### config.mk
export PLATFORM = sky130hd
export DESIGN_NAME = rmii_rx_serializer
export DESIGN_NICKNAME = d
export VERILOG_FILES = /design/src/rtl/rmii_rx_serializer.sv
export SDC_FILE = /design/constraint.sdc
export NUM_CORES = 1
export LEC_CHECK = 0
export BUFFER_PORTS_ARGS = -buffer_cell sky130_fd_sc_hd__buf_4
export CELL_PAD_IN_SITES_DETAIL_PLACEMENT = 1
export CELL_PAD_IN_SITES_GLOBAL_PLACEMENT = 1
export CORE_MARGIN = 3
export CORE_UTILIZATION = 38
export DETAILED_ROUTE_END_ITERATION = 10
export PLACE_DENSITY = 0.89
export SLEW_MARGIN = 20
export SYNTH_ARGS = -nofsm -noshare
export SYNTH_HDL_FRONTEND = slang
export SYNTH_SLANG_ARGS = --single-unit
### constraint.sdc
create_clock -name clk -period 3.6 [get_ports clk]
set_input_delay 0.18 -clock clk [delete_from_list [all_inputs] [get_ports clk]]
set_output_delay 0.18 -clock clk [all_outputs]
set_load 0.1 [all_outputs]
### src/rtl/rmii_rx_serializer.sv
module rmii_rx_serializer #(
  parameter int HOLD = 10
) (
  input  logic       clk,
  input  logic       rst,
  input  logic       rate_10m,
  input  logic       crs_in,
  input  logic       err_in,
  input  logic       nib_valid,
  input  logic [3:0] nib_data,
  output logic       nib_ready,
  output logic [1:0] rxd,
  output logic       crs_dv,
  output logic       rx_er
);
  localparam int CW = (HOLD > 1) ? $clog2(HOLD) : 1;

  logic [CW-1:0] pace;
  logic          adv;
  logic          phase;
  logic          active;
  logic [1:0]    hi_q;
  logic [1:0]    rxd_q;
  logic          crs_q;
  logic          er_q;

  assign adv       = !rate_10m || (pace == CW'(HOLD - 1));
  assign nib_ready = adv && !phase && nib_valid && (crs_in || active);

  always_ff @(posedge clk) begin
    if (rst || !rate_10m || adv) pace <= '0;
    else                         pace <= pace + 1'b1;
  end

  always_ff @(posedge clk) begin
    if (rst) begin
      phase  <= 1'b0;
      active <= 1'b0;
      hi_q   <= 2'b00;
      rxd_q  <= 2'b00;
      crs_q  <= 1'b0;
    end else if (adv) begin
      if (phase) begin
        rxd_q <= hi_q;
        crs_q <= 1'b1;
        phase <= 1'b0;
      end else if (nib_ready) begin
        rxd_q  <= nib_data[1:0];
        hi_q   <= nib_data[3:2];
        crs_q  <= crs_in;
        phase  <= 1'b1;
        active <= 1'b1;
      end else begin
        rxd_q  <= 2'b00;
        crs_q  <= crs_in;
        active <= crs_in;
      end
    end
  end

  always_ff @(posedge clk) begin
    if (rst || rate_10m) er_q <= 1'b0;
    else if (adv)        er_q <= err_in && crs_in;
  end

  assign rxd    = rxd_q;
  assign crs_dv = crs_q;
  assign rx_er  = er_q;
endmodule

==> reports/metrics.yaml, run 1 <==
hold_class: "input pin to flip-flop"
crit_required_ns: 3.42
grt_pass1_vias: 484
worstPathCellList: "inv_1 -> ha_1 -> and3b_2 -> o211a_4 -> buf_4"
drt_iter0_drc: 5
fin_cells: 84
slew_violations: 0
avgRoutedWirePerCell_um: 14.0
fin_worst_skew_ns: 0.000816
cts_hold_buffers: 0
yosysSeqAreaShare_pct: 46.8
avgViaCountPerCell: 5.31
cap_violations: 0
fin_crit_ns: 1.80
grt_max_degree: 10
setup_viol: 0
hp-start: "rst"
path_class: "flip-flop to output port"
hold_viol_final: 0
grt_pass1_wl_um: 2140
die_h_um: 42.7
fin_setup_tns_ns: 0
die_w_um: 42.7
dr.pass1.iters: 2
place_inst: 80
cts.htree.levels: 1
grt_use_total_pct: 15.4
ff2ff_setup_slack_ns: 2.21
synth_flop_cell: "dfxtp_1"
syn_area_per_cell_um2: 9.87
synth_cell_types: 26
leakagePower_nw: 0.289
timing.rr.start: "pace[1]$_SDFF_PP0_"
fp.dieArea_um2: 1830
dp_hpwl_um: 876
maxSlewHeadroom_pct: 82.0
utilization_pct: 56.6
synth_seq_cells: 12
r2r-end: "phase$_SDFFE_PP0P_"
synthCells: 52
end_kind: "output port"
antenna_found_initial: 0
finalWorstSetupSlack_ns: 1.80
core_area_um2: 1190
syn-cell-area_um2: 513
drc: 0
crit_path_max_incr_delay_ns: 0.36
ys_warn_count: 0
numCtsBuffers: 3
clock_path_buffers: 2
arrival_ns: 1.62
initial_core_util_pct: 43.2
area_growth_pct: 31.0
ios: 15
post-route-period-util_pct: 50.0
outcome: "complete, no violations"
antenna_left: 0
max-vdd-ir-drop_mv: 0.269
grt_setup_unrepaired: "no"
vias: 446
whs_path_depth: 2
holdPathEnd: "crs_dv$_SDFFE_PP0P_"
place_ws_ns: 2.10
synth_fp_nets: 64
clkSinkCount: 12
fin_nets: 83
start_kind: "flip-flop"
antenna_cells: 0
worstMarginPinSlew_ns: 0.270
port_buffers: 14
clock_latency_ns: 0.28
ctsResizeCount: 0
gp_congestion: 0.689
rows: 12
grt_overflow: 0
clk_pin_slew_worst_paths_ns: 0.08
cts_tree: "built"
reg2reg_depth: 5
worst_path_max_delay_cell: "dfxtp_1"
synth_edf_count: 0
routed_wl_um: 1180
layout-drive-gt1-share_pct: 30.0
async_reset_ff_share_pct: 0
max_freq_mhz: 555
root_buffer: "clkbuf_4"
postCtsSetupRepairBufs: 0
crit_path_max_fanout: 5
power_mw: 0.309
powerDensity_nw_per_um2: 460
==> logic make-up after synthesis <==
family	Yosys count	synth area share [%]
AO/OA/AOI/OAI	11	17.6
XOR/XNOR	2	3.42
adder cells (fa/ha/maj)	2	4.88
buffers and inverters	3	2.19
flip-flops	12	46.8
multiplexers	2	3.90
AND/OR/NAND/NOR	20	21.2
==> registers in the layout, summed over array words and instances, names as in the netlist <==
name	cells
active	1
crs_dv	1
hi_q	2
pace	4
phase	1
rx_er	1
rxd	2
==> metal layers <==
layer,track usage [%],routed length [um],up-vias
met2,22.5,527,13
li1,-,-,227
met3,2.97,68,5
met4,11.2,36,0
met5,0,0,-
met1,19.8,542,201
==> worst max-delay path by stage <==
stage	startpoint	end	slack, ns	depth (start not counted)
floorplan	pace[1]$_SDFF_PP0_	phase$_SDFFE_PP0P_	2.14	5
global placement	pace[1]$_SDFF_PP0_	nib_ready	2.15	5
detailed placement	pace[1]$_SDFF_PP0_	nib_ready	2.10	5
CTS	pace[1]$_SDFF_PP0_	nib_ready	1.79	5
global route	pace[1]$_SDFF_PP0_	nib_ready	1.73	5
finish	pace[1]$_SDFF_PP0_	nib_ready	1.80	5
==> power by group <==
group / leakage (nW) / total, mW / internal (mW) / switching (mW)
clock network: 0.0210 / 0.110 / 0.0616 / 0.0484
registers: 0.0982 / 0.143 / 0.139 / 0.00412
logic: 0.170 / 0.0562 / 0.0187 / 0.0375
==> cells in the final DEF, fill, tap and decap left out, types with 2 or more instances in the layout <==
cell type  count
dfxtp_1       12
clkbuf_4       3
nand2_1        5
o31ai_1        2
ha_1           2
nor2_1         2
inv_1          2
a32oi_1        2
a21oi_1        2
nor3_1         5
mux2i_1        2
buf_4         14
==> metrics by stage <==
step           area, um2  hold slack [ns]
6_report             672            0.121
3_5_place_dp         636            0.421
3_3_place_gp         636            0.409
4_1_cts              672            0.116
5_1_grt              672            0.121
2_1_floorplan        513            0.253
==> layout make-up <==
class	count	area [um2]
fill	139	514
inverter	3	11.3
clock buffer	4	36.3
timing repair buffer	14	105
multi-input combinational	37	262
tap	14	17.5
sequential	12	240
==> synthesized netlist by cell type, types with 2 or more instances <==
cell type	n	share of area, %
dfxtp_1	12	47
a32oi_1	2	3.4
nor2_1	2	1.5
nor3_1	5	4.9
inv_1	2	1.5
mux2i_1	2	3.9
nand2_1	5	3.7
a21oi_1	2	2.0
o31ai_1	2	2.9
ha_1	2	4.9
==> critical path, delay by kind of cell (launching register included) <==
| family | cells | cell delay (ns) |
|---|---|---|
| DFF | 1 | 0.36 |
| and+or+nand+nor | 1 | 0.25 |
| adders and majority gates | 1 | 0.18 |
| buffers and inverters | 2 | 0.29 |
| AOI/OAI and AO/OA | 1 | 0.26 |
No activity file was read; power rests on OpenSTA's default activity.
==> run 2, diff against run 1 <==
- CORE_UTILIZATION: 38 -> 35
- PLACE_DENSITY: 0.89 -> 0.84
- clock period: 3.6 -> 1.7 ns (I/O delays scaled with it)
==> run 2 against run 1 <==
Final area increased by 0.93%. First-iteration DRC count decreased by 40%. Sequential cell count did not move. Utilization shrank 5.8 points. Final cell count grew 1.2%. Critical path depth stayed put. Non-clock buffer count unchanged. Critical path type unchanged.
==> reports/metrics.yaml, run 2 (synthesis gave the netlist of run 1 again) <==
outcome: "complete, no violations"
final_cell_mix: "buf_4, dfxtp_1, nand2_1, nor3_1, clkbuf_4"
cts_tree: "built"
fp.dieArea_um2: 1960
timing.rr.start: "pace[1]$_SDFF_PP0_"
crit_path_max_fanout: 5
max_freq_mhz: 611
dr.pass1.iters: 4
largest_reg_flops: 4
slew_violations: 0
post-route-period-util_pct: 96.3
port_buffers: 14
core_area_um2: 1330
setup_viol: 0
nFillCells: 168
avgRoutedWirePerCell_um: 15.6
place_ws_ns: 0.309
start_kind: "flip-flop"
avgViaCountPerCell: 5.49
die_h_um: 44.3
rows: 13
clkSinkCount: 12
routed_wl_um: 1330
crit_required_ns: 1.62
fin_crit_ns: 1.64
drt_iter0_drc: 3
grt_use_total_pct: 15.7
gp_congestion: 0.736
fin_worst_skew_ns: 0.00109
end_kind: "output port"
fin_nets: 83
grt_pass1_vias: 472
path_class: "flip-flop to output port"
holdWs_ns: 0.0247
die_w_um: 44.3
worstMarginPinSlew_ns: 0.289
initial_core_util_pct: 38.5
grt_max_degree: 10
cts.htree.levels: 1
mostFrequentLayoutCell: "buf_4"
antenna_found_initial: 0
vias: 467
hold_viol_final: 0
cap_violations: 0
max-vdd-ir-drop_mv: 0.526
root_buffer: "clkbuf_4"
clock_path_buffers: 2
grt_overflow: 0
hp-start: "rst"
grt_pass1_wl_um: 2170
crit_start: "pace[1]$_SDFF_PP0_"
fin_setup_tns_ns: 0
max_flop_register: "pace"
antenna_cells: 0
cts_hold_buffers: 0
area_growth_pct: 32.2
finalWorstSetupSlack_ns: 0.0631
numCtsBuffers: 3
arrival_ns: 1.55
leakagePower_nw: 0.290
grt_setup_unrepaired: "no"
powerDensity_nw_per_um2: 967
ios: 15
fin_cells: 85
clock_latency_ns: 0.27
power_mw: 0.656
maxSlewHeadroom_pct: 80.6
hold_class: "input pin to flip-flop"
antenna_left: 0
clk_pin_slew_worst_paths_ns: 0.08
place_inst: 81
layout-drive-gt1-share_pct: 31.4
drc: 0
## run 2: cell counts in the layout (fill, tap and decap cells not counted)
Identical to the previous run, type by type.
## run 2: stage by stage
stage               instance area, um2  utilization [%]
CTS                                677             50.8
detailed placement                 637             47.7
finish                             678             50.8
global placement                   637             47.7
floorplan                          513                -
global route                       678             50.8
## run 2: cell type report
type                       instances  area, um2  area share, %
tap                               15       18.8           2.77
multi-input combinational         37        262           38.6
timing repair buffer              14        109           16.1
clock buffer                       4       36.3           5.35
inverter                           3       11.3           1.66
sequential                        12        241           35.6
## run 2: path summary, 6_finish.rpt
check / end / slack, ns / cells after the start
worst max-delay path: nib_ready / 0.06 / 5
worst min-delay path: pace[1]$_SDFF_PP0_ / 0.02 / 2
worst max register to register: phase$_SDFFE_PP0P_ / 0.32 / 5
worst min register to register: hi_q[1]$_SDFFE_PP0P_ / 0.47 / 2
## run 2: where the power goes
| group | total (mW) | switching (mW) | internal [mW] | leakage (nW) |
|---|---|---|---|---|
| Combinational | 0.122 | 0.0814 | 0.0405 | 0.171 |
| Sequential | 0.304 | 0.00986 | 0.294 | 0.0987 |
| Clock | 0.230 | 0.100 | 0.130 | 0.0210 |
| Total | 0.656 | 0.191 | 0.464 | 0.290 |
## run 2: metal layers
layer	wire length, um	vias to the layer above	global-route usage (%)
li1	-	229	-
met1	569	216	18.4
met2	655	16	25.6
met3	61	6	4.07
met4	42	0	9.04
met5	0	-	0
## run 2: timing repair
item | 4_1_cts | 5_1_grt
hold endpoints to repair | 0 | 0
resized for setup | 1 | 1
buffers inserted | 0 | 0
endpoints found under the setup margin | 1 | 1
## run 2: critical path: stages (launching register included)
cell and delay (ns):
dfxtp_2 0.35, inv_1 0.04, ha_1 0.18, and3b_2 0.25, o211a_4 0.26, buf_6 0.19
